<file path="src/rtl/tbd_pkg.sv">
package tbd_pkg;

    typedef enum logic [1:0] {
        ST_IDLE,
        ST_WAIT_DESC,
        ST_READ_FIFO,
        ST_TRANSMIT
    } tbd_state_e;

    localparam int LEN_W     = 16;
    localparam int LEN_LSB   = 16;
    localparam int READY_BIT = 15;
    localparam int LAST_BIT  = 13;
    localparam int PAD_BIT   = 12;
    localparam int CRC_BIT   = 11;
    localparam int CRC_BYTES = 4;

    // underrun, retry[3:0], retransmit, collision, defer, no-carrier
    localparam logic [31:0] ERR_CLEAR_MASK = 32'h0000_01FF;

endpackage

</file>
<file path="src/rtl/tbd_policy.sv">
module tbd_policy
    import tbd_pkg::*;
(
    input  logic [31:0]      desc_word,
    input  logic             mode_pad,
    input  logic             mode_huge,
    input  logic             mode_crc,
    input  logic [LEN_W-1:0] cfg_min_len,
    input  logic [LEN_W-1:0] cfg_max_len,
    output logic [LEN_W-1:0] min_len,
    output logic [LEN_W-1:0] max_len,
    output logic             add_crc,
    output logic [LEN_W:0]   wire_len,
    output logic [31:0]      clean_status
);
    logic [LEN_W-1:0] desc_len;

    always_comb begin
        desc_len     = desc_word[LEN_LSB +: LEN_W];
        min_len      = (desc_word[PAD_BIT] || mode_pad) ? cfg_min_len : desc_len;
        max_len      = mode_huge ? desc_len : cfg_max_len;
        add_crc      = mode_crc || (desc_word[CRC_BIT] && desc_word[LAST_BIT]);
        wire_len     = {1'b0, desc_len} + (add_crc ? (LEN_W+1)'(CRC_BYTES) : '0);
        clean_status = desc_word & ~ERR_CLEAR_MASK;
    end
endmodule

</file>
<file path="src/rtl/tbd_wordbuf.sv">
module tbd_wordbuf #(
    parameter  int DEPTH = 16,
    localparam int IW    = (DEPTH > 1) ? $clog2(DEPTH) : 1
) (
    input  logic          clk,
    input  logic          wr_en,
    input  logic [IW-1:0] wr_idx,
    input  logic [31:0]   wr_data,
    input  logic [IW-1:0] rd_idx,
    output logic [31:0]   rd_data
);
    logic [31:0] mem [DEPTH];

    always_ff @(posedge clk) begin
        if (wr_en) mem[wr_idx] <= wr_data;
    end

    assign rd_data = (int'(rd_idx) < DEPTH) ? mem[rd_idx] : '0;
endmodule

</file>
<file path="src/rtl/tx_bd_ctrl.sv">
module tx_bd_ctrl
    import tbd_pkg::*;
#(
    parameter  int DESC_AW   = 4,
    parameter  int ADDR_W    = 32,
    parameter  int BUF_WORDS = 16,
    localparam int BUF_IW    = (BUF_WORDS > 1) ? $clog2(BUF_WORDS) : 1,
    localparam int CNT_W     = LEN_W + 2
) (
    input  logic               clk,
    input  logic               rst_n,
    input  logic               cfg_tx_en,
    input  logic               cfg_pad_en,
    input  logic               cfg_huge_en,
    input  logic               cfg_crc_en,
    input  logic [LEN_W-1:0]   cfg_min_len,
    input  logic [LEN_W-1:0]   cfg_max_len,
    input  logic [DESC_AW-1:0] cfg_desc_idx,
    output logic               bd_rd_en,
    output logic [DESC_AW-1:0] bd_rd_addr,
    input  logic [31:0]        bd_rd_data,
    output logic               mem_rd,
    output logic [ADDR_W-1:0]  mem_addr,
    input  logic [31:0]        mem_data,
    output logic               frame_valid,
    input  logic               frame_ready,
    output logic [LEN_W:0]     frame_len,
    output logic [LEN_W-1:0]   frame_min_len,
    output logic [LEN_W-1:0]   frame_max_len,
    output logic               frame_crc,
    output logic [31:0]        frame_status,
    input  logic [BUF_IW-1:0]  frame_rd_idx,
    output logic [31:0]        frame_rd_data
);
    tbd_state_e       state_q, state_d;
    logic             ptr_phase_q;
    logic [31:0]      status_q;
    logic [ADDR_W-1:0] ptr_q;
    logic [CNT_W-1:0] bytes_q;
    logic [LEN_W-1:0] min_q, max_q;
    logic             crc_q;
    logic [LEN_W:0]   len_q;

    logic [LEN_W-1:0] pol_min, pol_max;
    logic             pol_crc;
    logic [LEN_W:0]   pol_len;
    logic [31:0]      pol_status;

    logic             accept_desc;
    logic             fetch_more;
    logic [CNT_W-1:0] body_len;
    logic             buf_wr;

    tbd_policy u_policy (
        .desc_word    (bd_rd_data),
        .mode_pad     (cfg_pad_en),
        .mode_huge    (cfg_huge_en),
        .mode_crc     (cfg_crc_en),
        .cfg_min_len  (cfg_min_len),
        .cfg_max_len  (cfg_max_len),
        .min_len      (pol_min),
        .max_len      (pol_max),
        .add_crc      (pol_crc),
        .wire_len     (pol_len),
        .clean_status (pol_status)
    );

    assign body_len    = CNT_W'(status_q[LEN_LSB +: LEN_W]);
    assign fetch_more  = (state_q == ST_READ_FIFO) && (bytes_q < body_len);
    assign accept_desc = (state_q == ST_WAIT_DESC) && !ptr_phase_q && bd_rd_data[READY_BIT];
    assign buf_wr      = fetch_more && (int'(bytes_q[CNT_W-1:2]) < BUF_WORDS);

    tbd_wordbuf #(.DEPTH(BUF_WORDS)) u_buf (
        .clk     (clk),
        .wr_en   (buf_wr),
        .wr_idx  (bytes_q[2 +: BUF_IW]),
        .wr_data (mem_data),
        .rd_idx  (frame_rd_idx),
        .rd_data (frame_rd_data)
    );

    // next-state logic
    always_comb begin
        state_d = state_q;
        unique case (state_q)
            ST_IDLE:      if (cfg_tx_en) state_d = ST_WAIT_DESC;
            ST_WAIT_DESC: begin
                if (ptr_phase_q)                  state_d = ST_READ_FIFO;
                else if (!bd_rd_data[READY_BIT] && !cfg_tx_en) state_d = ST_IDLE;
            end
            ST_READ_FIFO: if (!fetch_more) state_d = ST_TRANSMIT;
            ST_TRANSMIT:  if (frame_ready) state_d = ST_IDLE;
            default:      state_d = ST_IDLE;
        endcase
    end

    // state register and datapath registers
    always_ff @(posedge clk or negedge rst_n) begin
        if (!rst_n) begin
            state_q     <= ST_IDLE;
            ptr_phase_q <= 1'b0;
            status_q    <= '0;
            ptr_q       <= '0;
            bytes_q     <= '0;
            min_q       <= '0;
            max_q       <= '0;
            crc_q       <= 1'b0;
            len_q       <= '0;
        end else begin
            state_q <= state_d;
            if (accept_desc) begin
                ptr_phase_q <= 1'b1;
                status_q    <= pol_status;
                min_q       <= pol_min;
                max_q       <= pol_max;
                crc_q       <= pol_crc;
                len_q       <= pol_len;
            end else if (state_q == ST_WAIT_DESC && ptr_phase_q) begin
                ptr_phase_q <= 1'b0;
                ptr_q       <= ADDR_W'(bd_rd_data);
                bytes_q     <= '0;
            end
            if (fetch_more) bytes_q <= bytes_q + CNT_W'(4);
        end
    end

    // outputs
    always_comb begin
        bd_rd_en      = (state_q == ST_WAIT_DESC);
        bd_rd_addr    = cfg_desc_idx + DESC_AW'(ptr_phase_q);
        mem_rd        = fetch_more;
        mem_addr      = ptr_q + ADDR_W'(bytes_q);
        frame_valid   = (state_q == ST_TRANSMIT);
        frame_len     = len_q;
        frame_min_len = min_q;
        frame_max_len = max_q;
        frame_crc     = crc_q;
        frame_status  = status_q;
    end

    // nothing active right after reset
    p_reset_quiet_r1: assert property (@(posedge clk)
        $rose(rst_n) |-> !frame_valid && !mem_rd && !bd_rd_en);

    // disabled and idle means no descriptor read next cycle
    p_idle_no_poll_r2: assert property (@(posedge clk) disable iff (!rst_n)
        (state_q == ST_IDLE && !cfg_tx_en) |=> !bd_rd_en);

    // the two read ports never overlap
    p_ports_exclusive_r3: assert property (@(posedge clk) disable iff (!rst_n)
        !(bd_rd_en && mem_rd));

    // error bits are clear whenever a frame is offered
    p_err_clear_r4: assert property (@(posedge clk) disable iff (!rst_n)
        frame_valid |-> (frame_status & ERR_CLEAR_MASK) == '0);

    // reported length relates to carried length and CRC choice
    p_crc_len_r7: assert property (@(posedge clk) disable iff (!rst_n)
        frame_valid |-> frame_len ==
            ({1'b0, frame_status[LEN_LSB +: LEN_W]} + (frame_crc ? (LEN_W+1)'(CRC_BYTES) : '0)));

    // consecutive fetches step by one word
    p_fetch_step_r8: assert property (@(posedge clk) disable iff (!rst_n)
        (mem_rd && $past(mem_rd)) |-> mem_addr == $past(mem_addr) + ADDR_W'(4));

    // offer held stable until taken
    p_hold_r9: assert property (@(posedge clk) disable iff (!rst_n)
        (frame_valid && !frame_ready) |=> frame_valid && $stable(frame_len) && $stable(frame_status));

    p_release_r9: assert property (@(posedge clk) disable iff (!rst_n)
        (frame_valid && frame_ready) |=> !frame_valid);
endmodule

</file>
<file path="config.mk">
export PLATFORM = sky130hd
export DESIGN_NAME = tx_bd_ctrl
export DESIGN_NICKNAME = d
export VERILOG_FILES = /design/src/rtl/tbd_pkg.sv /design/src/rtl/tbd_policy.sv /design/src/rtl/tbd_wordbuf.sv /design/src/rtl/tx_bd_ctrl.sv
export SDC_FILE = /design/constraint.sdc
export NUM_CORES = 1
export LEC_CHECK = 0
export BUFFER_PORTS_ARGS = -buffer_cell sky130_fd_sc_hd__clkbuf_2
export CAP_MARGIN = 30
export CORE_AREA = 2 2 149 296
export CTS_CLUSTER_DIAMETER = 200
export DETAILED_ROUTE_END_ITERATION = 10
export DIE_AREA = 0 0 151 298
export MAX_ROUTING_LAYER = met4
export PLACE_DENSITY = 0.87
export SYNTH_ARGS = -nofsm -noshare
export SYNTH_HDL_FRONTEND = slang
export SYNTH_SLANG_ARGS = --single-unit
</file>
<file path="constraint.sdc">
create_clock -name clk -period 9.3 [get_ports clk]
set_input_delay 0.465 -clock clk [delete_from_list [all_inputs] [get_ports clk]]
set_output_delay 0.465 -clock clk [all_outputs]
set_load 0.02 [all_outputs]
</file>
==> results of run 1 <==
-- cell families (layout without fill, tap and decap cells) --
logic type | Yosys count | in the layout | share of synthesized area
xor gates and xnor gates | 45 | 45 | 0.0151
and+or+nand+nor | 239 | 239 | 0.0423
other | 1 | 11 | 0.000143
AOI/OAI and AO/OA | 147 | 147 | 0.0353
adders and majority gates | 39 | 39 | 0.0187
DFF | 634 | 634 | 0.705
muxes | 230 | 230 | 0.166
buffers and inverters | 99 | 400 | 0.0173
-- stage by stage --
stage                     worst slack (ns)  area [um2]  cells  utilization  power (uW)
after floorplan                       6.04       26200   1443            -        4850
after global routing                  5.14       30000   2290        0.704        8040
final                                 5.39       30000   2290        0.704        7740
after global placement                5.28       27900   2177        0.655        5470
after CTS                             5.36       30000   2289        0.704        7780
after detailed placement              5.52       28200   2194        0.664        5570
-- worst max-delay path, cell delays in order, from the launching register on --
cell	delay (ns)
dfrtp_1	0.51
ha_1	0.41
o21ai_0	0.10
o21ai_0	0.38
a21oi_1	0.25
o41ai_4	0.63
nand3_1	0.18
xnor2_1	0.21
clkbuf_2	0.20
-- routing by layer --
metal | vias to the layer above | global-route usage
li1 | 6208 | -
met1 | 7519 | 0.362
met2 | 786 | 0.526
met3 | 154 | 0.0340
met4 | 0 | 0.120
met5 | - | -
-- report_power, final --
part | internal [uW] | switching [uW] | total [uW]
Sequential | 3440 | 236 | 3680
Clock | 1200 | 1020 | 2220
Combinational | 662 | 1180 | 1850
-- registers in the layout, summed over array words and instances, names as in the netlist --
| signal | flops |
|---|---|
| bytes_q | 16 |
| frame_crc | 1 |
| frame_len | 17 |
| frame_max_len | 16 |
| frame_min_len | 16 |
| frame_status | 21 |
| ptr_phase_q | 1 |
| ptr_q | 32 |
| state_q | 2 |
| u_buf.mem | 512 |
-- worst paths after layout --
path,endpoint,cells after the start,startpoint
max,mem_addr[22],8,bytes_q[4]$_DFFE_PN0P_
max reg2reg,u_buf.mem[12][29]$_DFFE_PP_,9,bytes_q[4]$_DFFE_PN0P_
max in group asynchronous,frame_status[26]$_DFFE_PN0P_,3,rst_n
min,frame_status[10]$_DFFE_PN0P_,3,bd_rd_data[10]
min reg2reg,frame_status[15]$_DFFE_PN0P_,1,frame_status[15]$_DFFE_PN0P_
min in group asynchronous,ptr_q[10]$_DFFE_PN0P_,2,rst_n
-- placed cells by master, fill, tap and decap left out, types with 4 or more instances in the layout --
cell | netlist | layout
a21oi_1 | 22 | 22
buf_12 | 0 | 14
xnor2_1 | 34 | 34
clkbuf_2 | 0 | 251
clkinv_2 | 0 | 5
nor4_1 | 5 | 5
and3_1 | 33 | 17
dfrtp_1 | 122 | 122
nor2b_1 | 5 | 5
a211oi_1 | 4 | 4
clkinv_1 | 0 | 6
mux2_2 | 33 | 33
edfxtp_1 | 512 | 512
o31ai_1 | 4 | 4
mux2i_1 | 37 | 37
bufinv_16 | 0 | 6
conb_1 | 1 | 10
inv_1 | 23 | 23
ha_1 | 39 | 39
nand3_1 | 20 | 19
clkinv_4 | 0 | 6
a21boi_0 | 8 | 8
mux4_2 | 160 | 160
clkbuf_1 | 39 | 7
a21o_1 | 9 | 9
and2_1 | 5 | 5
o21ai_0 | 73 | 73
clkbuf_16 | 0 | 51
inv_6 | 0 | 6
nor2_1 | 31 | 30
nand2_1 | 118 | 118
a31oi_1 | 5 | 5
xor2_1 | 11 | 11
nand4_1 | 10 | 10
and3_2 | 0 | 16
buf_4 | 13 | 13
-- layout make-up --
cell class,instances,share of cell area
inverter,23,0.00288
multi-input combinational,710,0.245
clock buffer,58,0.0435
timing repair buffer,283,0.0577
clock inverter,36,0.0134
antenna,1,0.0000835
sequential,634,0.615
tap,545,0.0228
==> implementation parameters, run 1 <==
Parameter                              Value

Setup path
  Worst reg2reg setup slack    5.82 ns
  CP max FO    10
  Setup CP Type    register to output port
  Worst setup EP type    output port
  Required arrival time at the worst endpoint    8.84 ns
  Worst Setup Start Kind    register
  Worst path arrival time    3.45 ns

Floorplan
  Die Footprint    45000 um2
  Die span in x    151 um
  Standard-cell rows    107
  Die height    298 um
  Initial Utilization    0.614
  IO Pins    264
  Floorplan Core Area    42600 um2

Route
  DRC violation total after the first TritonRoute iteration    968
  Met2 wirelength from detailed routing    about 35000 um
  Routed len/inst    approximately 28 um
  Post-detailed-routing wire length    64600 um
  Detailed-routing iteration count for the pre-antenna-repair pass    5
  Total length of routed met3 wires    4480 um
  Total number of vias    14700
  Number of remaining DRC errors    0
  Top metal layer carrying routed signals    met4
  M1 WL    22000 um
  Number of antenna-violating nets in the routed design    0
  Via/cell ratio    ~6.4

Timing
  Worst clock skew on the final layout    0.0131 ns
  Fin crit period    3.91 ns
  Maximum clock frequency    about 260 MHz
  Worst slew margin relative to its limit    0.410
  WHS    approximately 0.094 ns
  Slew Limit Fails    0
  Unrepaired setup endpoints after global routing    no
  Final cycle utilization of the critical path    0.421
  Setup violation total in the final timing report    0
  Transition time at the pin with the least slew margin    0.885 ns
  Final total negative setup slack    0 ns
  Final hold vios    0

Logic synthesis
  Post-synth cell types    52
  Synthesized area divided by synthesized cell count    18.2 um2
  Leading post-synthesis cells by cell area    edfxtp_1, mux4_2, dfrtp_1, ha_1, nand2_1
  Synthesis-stage register bit count    634
  Synth cell count leaders    edfxtp_1, mux4_2, dfrtp_1
  Number of synthesized flops with an enable pin    between 500 and 600
  Synth async-reset ratio    0.192
  Top FF cell, synth    edfxtp_1
  Fraction of post-synthesis cell area in the top cell type by area    0.588
  Synth Cell Area    between 20000 and 30000 um2
  Library cell occupying the most area in the post-synthesis netlist    edfxtp_1
  Warning count from the yosys run    0
  Most instantiated library cell after synthesis    edfxtp_1
  Synth Instances    about 1400
  Sequential-to-total area share from yosys stat    0.705

Place
  IO Port Bufs    254
  Detail Placement HPWL    38700 um
  Weighted congestion reported at the end of routability-driven placement    0.908

Global route
  Global routing usage summed across all routing layers    0.303
  Maximum number of pins on one net before global-route repair    90
  Grt total ovfl    0
  Via count of the first global-routing pass    approximately 15000
  First-pass GRT wire length    a little under 100000 um
  Antenna violations before repair    1

Pwr
  Leakage power    around 0.011 uW
  Worst vdd ir    0.240 mV
  Total power per unit cell area    258 nW/um2

Final layout
  Area of the multi-input gates    7340 um2
  FF+latch area    18400 um2
  FILL cells    ~2600
  Share of post-route cells with drive strength above 1    0.335
  Area growth, synth to finish    14.6%
  Number of nets at the end of the flow    1852

Clocking
  Number of levels the H-tree was split into    2
  Hold Buf Count CTS    1
  Maximum clock insertion buffer count    3
  Clock tree from TritonCTS    yes
  Clock sink count    634
  Post-CTS sizing    0
  Clock latency on the worst-skew pair    0.59 ns
  Clock slew at reported path FFs    ~0.080 ns
  Setup Buffers After CTS    0
  Root Buffer Master    clkbuf_16
  TritonCTS Buffers    50

Run
  Number of max-cap violations    0

Run status
  Status    completed

Hold path
  Worst min path class    input pin to register
Note: power is estimated with default switching activity, not from simulation.
==> run 2, diff against run 1 <==
ABC_AREA = 1   (was unset)
CORE_AREA = 2 2 164 326   (was 2 2 149 296)
DIE_AREA = 0 0 166 328   (was 0 0 151 298)
PLACE_DENSITY = 0.81   (was 0.87)
clock period = 3.5 ns   (was 9.3 ns; I/O delays follow)
==> implementation parameters, run 2 <==
Parameter                              Value

Run status
  Status    completed (unchanged)

Global route
  Global routing usage summed across all routing layers    0.281 (was 0.303)
  Met1 track demand over resource in global routing    0.285 (was 0.362)
  Antenna violations before repair    1 (unchanged)
  First-pass GRT wire length    114000 um (was 96100 um)
  Met2 track demand over resource    0.517 (was 0.526)
  Via count of the first global-routing pass    20200 (was 15300)
  Maximum number of pins on one net before global-route repair    129 (was 90)
  Layer with the highest usage after global routing    met2 (unchanged)
  Grt total ovfl    0 (unchanged)
  Met3 usage    0.0367 (was 0.0340)

Setup path
  Setup CP Type    register to output port (unchanged)
  CP max FO    7 (was 10)
  Cell family with the largest share of critical-path delay    simple AND/OR/NAND/NOR gates (was compound AO/OA/AOI/OAI gates)
  Required arrival time at the worst endpoint    3.32 ns (was 8.84 ns)
  Start of the worst register-to-register path    bytes_q[13]$_DFFE_PN0P_ (was bytes_q[4]$_DFFE_PN0P_)
  Slowest stage cell, crit path    ha_1 (was o41ai_4)
  Worst path arrival time    2.82 ns (was 3.45 ns)
  Number of cells on the worst reg-to-reg path    9 (unchanged)
  Cells along the critical path    ha_1 -> nand3_1 -> nand2_1 -> nand3_1 -> nand2_1 -> nand2_1 -> nand2_1 -> nand2_1 -> nand2_1 -> nand2_1 -> nand2_1 -> clkbuf_2 (was ha_1 -> o21ai_0 -> o21ai_0 -> a21oi_1 -> o41ai_4 -> nand3_1 -> xnor2_1 -> clkbuf_2)
  Cell mode on critical path    nand2_1 (was o21ai_0)
  Worst reg2reg setup slack    0.53 ns (was 5.82 ns)
  Slowest cell delay on critical path    0.50 ns (was 0.63 ns)
  Worst reg2reg endpoint    u_buf.mem[5][18]$_DFFE_PP_ (was u_buf.mem[12][29]$_DFFE_PP_)
  Worst setup EP type    output port (unchanged)
  Count of buffer and inverter cells on the critical path    1 (unchanged)
  Worst Setup Start Kind    register (unchanged)

Clocking
  Maximum clock insertion buffer count    3 (unchanged)
  Root Buffer Master    clkbuf_16 (unchanged)
  Number of levels the H-tree was split into    2 (unchanged)
  Clock latency on the worst-skew pair    0.62 ns (was 0.59 ns)
  TritonCTS Buffers    52 (was 50)
  Clock slew at reported path FFs    0.08 ns (about the same)
  Clock sink count    634 (unchanged)
  Clock tree from TritonCTS    yes (unchanged)

Final layout
  Top register by number of flip-flops    u_buf.mem (unchanged)
  Leading cell type in the layout, fill and taps excluded    edfxtp_1 (unchanged)
  Number of flip-flops in the largest register    512 (unchanged)
  Area growth, synth to finish    16.5% (was 14.6%)
  Number of nets at the end of the flow    2846 (was 1852)
  Most frequent cells in the layout    edfxtp_1, nand2_1, o21ai_0 (was edfxtp_1, clkbuf_2, mux4_2)
  Utilization after layout    0.625 (was 0.704)
  Share of post-route cells with drive strength above 1    0.146 (was 0.335)

Logic synthesis
  Top FF cell, synth    edfxtp_1 (unchanged)
  Most instantiated library cell after synthesis    edfxtp_1 (unchanged)
  Synthesis-stage register bit count    634 (unchanged)
  Post-synth cell types    39 (was 52)
  Synth cell count leaders    edfxtp_1, nand2_1, o21ai_0 (was edfxtp_1, mux4_2, dfrtp_1)
  Synth Instances    2397 (was 1434)
  Warning count from the yosys run    0 (unchanged)
  Library cell occupying the most area in the post-synthesis netlist    edfxtp_1 (unchanged)
  Synthesized area divided by synthesized cell count    11.6 um2 (was 18.2 um2)
  Sequential-to-total area share from yosys stat    0.663 (was 0.705)
  Synth Cell Area    27800 um2 (was 26100 um2)
  Leading post-synthesis cells by cell area    edfxtp_1, dfrtp_1, o21ai_0, nand2_1, mux2i_1 (was edfxtp_1, mux4_2, dfrtp_1, ha_1, nand2_1)
  Fraction of post-synthesis cell area in the top cell type by area    0.553 (was 0.588)
  Synth async-reset ratio    0.192 (unchanged)
  Number of synthesized flops with an enable pin    512 (unchanged)

Route
  Number of remaining DRC errors    0 (unchanged)
  Total number of vias    19800 (was 14700)
  Number of antenna-violating nets in the routed design    0 (unchanged)
  Routed len/inst    22.1 um (was 28.2 um)
  DRC violation total after the first TritonRoute iteration    1866 (was 968)
  Post-detailed-routing wire length    75100 um (was 64600 um)
  Detailed-routing iteration count for the pre-antenna-repair pass    7 (was 5)
  Via/cell ratio    5.83 (was 6.40)

Pwr
  Total power per unit cell area    644 nW/um2 (was 258 nW/um2)
  Worst vdd ir    0.635 mV (was 0.240 mV)
  Leakage power    0.0131 uW (was 0.0111 uW)

Timing
  Final hold vios    0 (unchanged)
  Fin crit period    ~3 ns
  Worst clock skew on the final layout    0.0244 ns (was 0.0131 ns)
  Final cycle utilization of the critical path    0.855
  Maximum clock frequency    334 MHz
  Setup violation total in the final timing report    0 (unchanged)
  Final total negative setup slack    0 ns (unchanged)
  Unrepaired setup endpoints after global routing    no (unchanged)
  Transition time at the pin with the least slew margin    0.945 ns (was 0.885 ns)
  Worst slew margin relative to its limit    0.370 (was 0.410)
  Slew Limit Fails    0 (unchanged)

Floorplan
  IO Pins    264 (unchanged)
  Die Footprint    54400 um2 (was 45000 um2)
  Initial Utilization    0.536 (was 0.614)
  Die height    328 um (was 298 um)
  Die span in x    166 um (was 151 um)
  Standard-cell rows    118 (was 107)
  Floorplan Core Area    51800 um2 (was 42600 um2)

Run
  Number of max-cap violations    0 (unchanged)

Place
  IO Port Bufs    254 (unchanged)
  Detail Placement HPWL    48900 um (was 38700 um)
  Weighted congestion reported at the end of routability-driven placement    0.962 (was 0.908)

Hold path
  Destination of the worst hold path    u_buf.mem[9][27]$_DFFE_PP_ (was frame_status[10]$_DFFE_PN0P_)
  Startpoint of the lowest-slack hold path    mem_data[27] (was bd_rd_data[10])
  Worst min path class    input pin to register (unchanged)
  Hold path depth    1 (was 3)
## run 2: changes by cell type after synthesis, moves of 36 or more
cell,delta
clkbuf_1,+36
o21ai_0,+209
nand2_1,+251
nor2_1,+55
inv_1,+220
mux2i_1,+91
nand3_1,+69
mux4_2,-160
o211ai_1,+131
a21oi_1,+128
## run 2: cell type report
type / instances / area, um2
antenna: 1 / 2.50
clock buffer: 61 / 1340
clock inverter: 36 / 423
fill: 3830 / 19400
inverter: 248 / 932
multi-input combinational: 1389 / 7950
sequential: 634 / 18400
tap: 660 / 826
timing repair buffer: 371 / 2490
## run 2: worst register-to-register path, stage by stage, from the launching register on
cell	delay [ns]
dfrtp_1	0.47
ha_1	0.35
a21oi_1	0.21
o21ai_0	0.15
a21oi_1	0.18
nand2_1	0.12
nor2_1	0.19
nand2_1	0.28
nor2_4	0.15
buf_4	0.47
## run 2: cell families (layout without fill, tap and decap cells)
logic type	Yosys count	count (layout)	share of synthesized area
multiplexers	128	128	0.0461
AND/OR/NAND/NOR	584	584	0.0862
adder cells (fa/ha/maj)	39	39	0.0176
AO/OA/AOI/OAI	595	595	0.120
other	1	11	0.000135
XOR/XNOR	33	33	0.0104
buffers and inverters	383	716	0.0568
flip-flops	634	634	0.663
## run 2: metal layers
layer	vias to the layer above	share of wire	routed length, um
li1	9038	-	-
met1	9537	0.33	24600
met2	1000	0.54	40900
met3	239	0.064	4840
met4	0	0.063	4760
met5	-	0	0
## run 2: worst max-delay path by stage
stage,startpoint,endpoint,cells after the start
2_1_floorplan,frame_status[25]$_DFFE_PN0P_,u_buf.mem[0][0]$_DFFE_PP_,11
3_3_place_gp,bytes_q[9]$_DFFE_PN0P_,u_buf.mem[6][16]$_DFFE_PP_,10
3_5_place_dp,bytes_q[13]$_DFFE_PN0P_,u_buf.mem[6][0]$_DFFE_PP_,9
4_1_cts,bytes_q[4]$_DFFE_PN0P_,mem_addr[27],12
5_1_grt,bytes_q[4]$_DFFE_PN0P_,mem_addr[27],12
6_report,bytes_q[4]$_DFFE_PN0P_,mem_addr[27],12
## run 2: power breakdown
group | total [uW] | switching, uW | internal [uW]
clock | 5960 | 2730 | 3240
combinational | 5260 | 3720 | 1530
sequential | 9640 | 544 | 9090
total | 20900 | 7000 | 13900
## run 2: repair_timing
action	CTS	global route
hold endpoints to repair	322	0
hold buffers	75	0
gates resized for setup	0	0
buffers inserted	0	0
## run 2: stage by stage
step / hold slack [ns] / setup slack [ns] / cells / total power, uW / cell area (um2)
2_1_floorplan: -0.121 / 0.0282 / 2406 / 12800 / 27800
3_3_place_gp: 0.358 / 0.746 / 3227 / 14800 / 29900
3_5_place_dp: 0.368 / 0.537 / 3227 / 14900 / 29900
4_1_cts: 0.00812 / 0.492 / 3399 / 20900 / 32400
5_1_grt: 0.0144 / 0.262 / 3400 / 21700 / 32400
6_report: 0.0195 / 0.507 / 3400 / 20900 / 32400
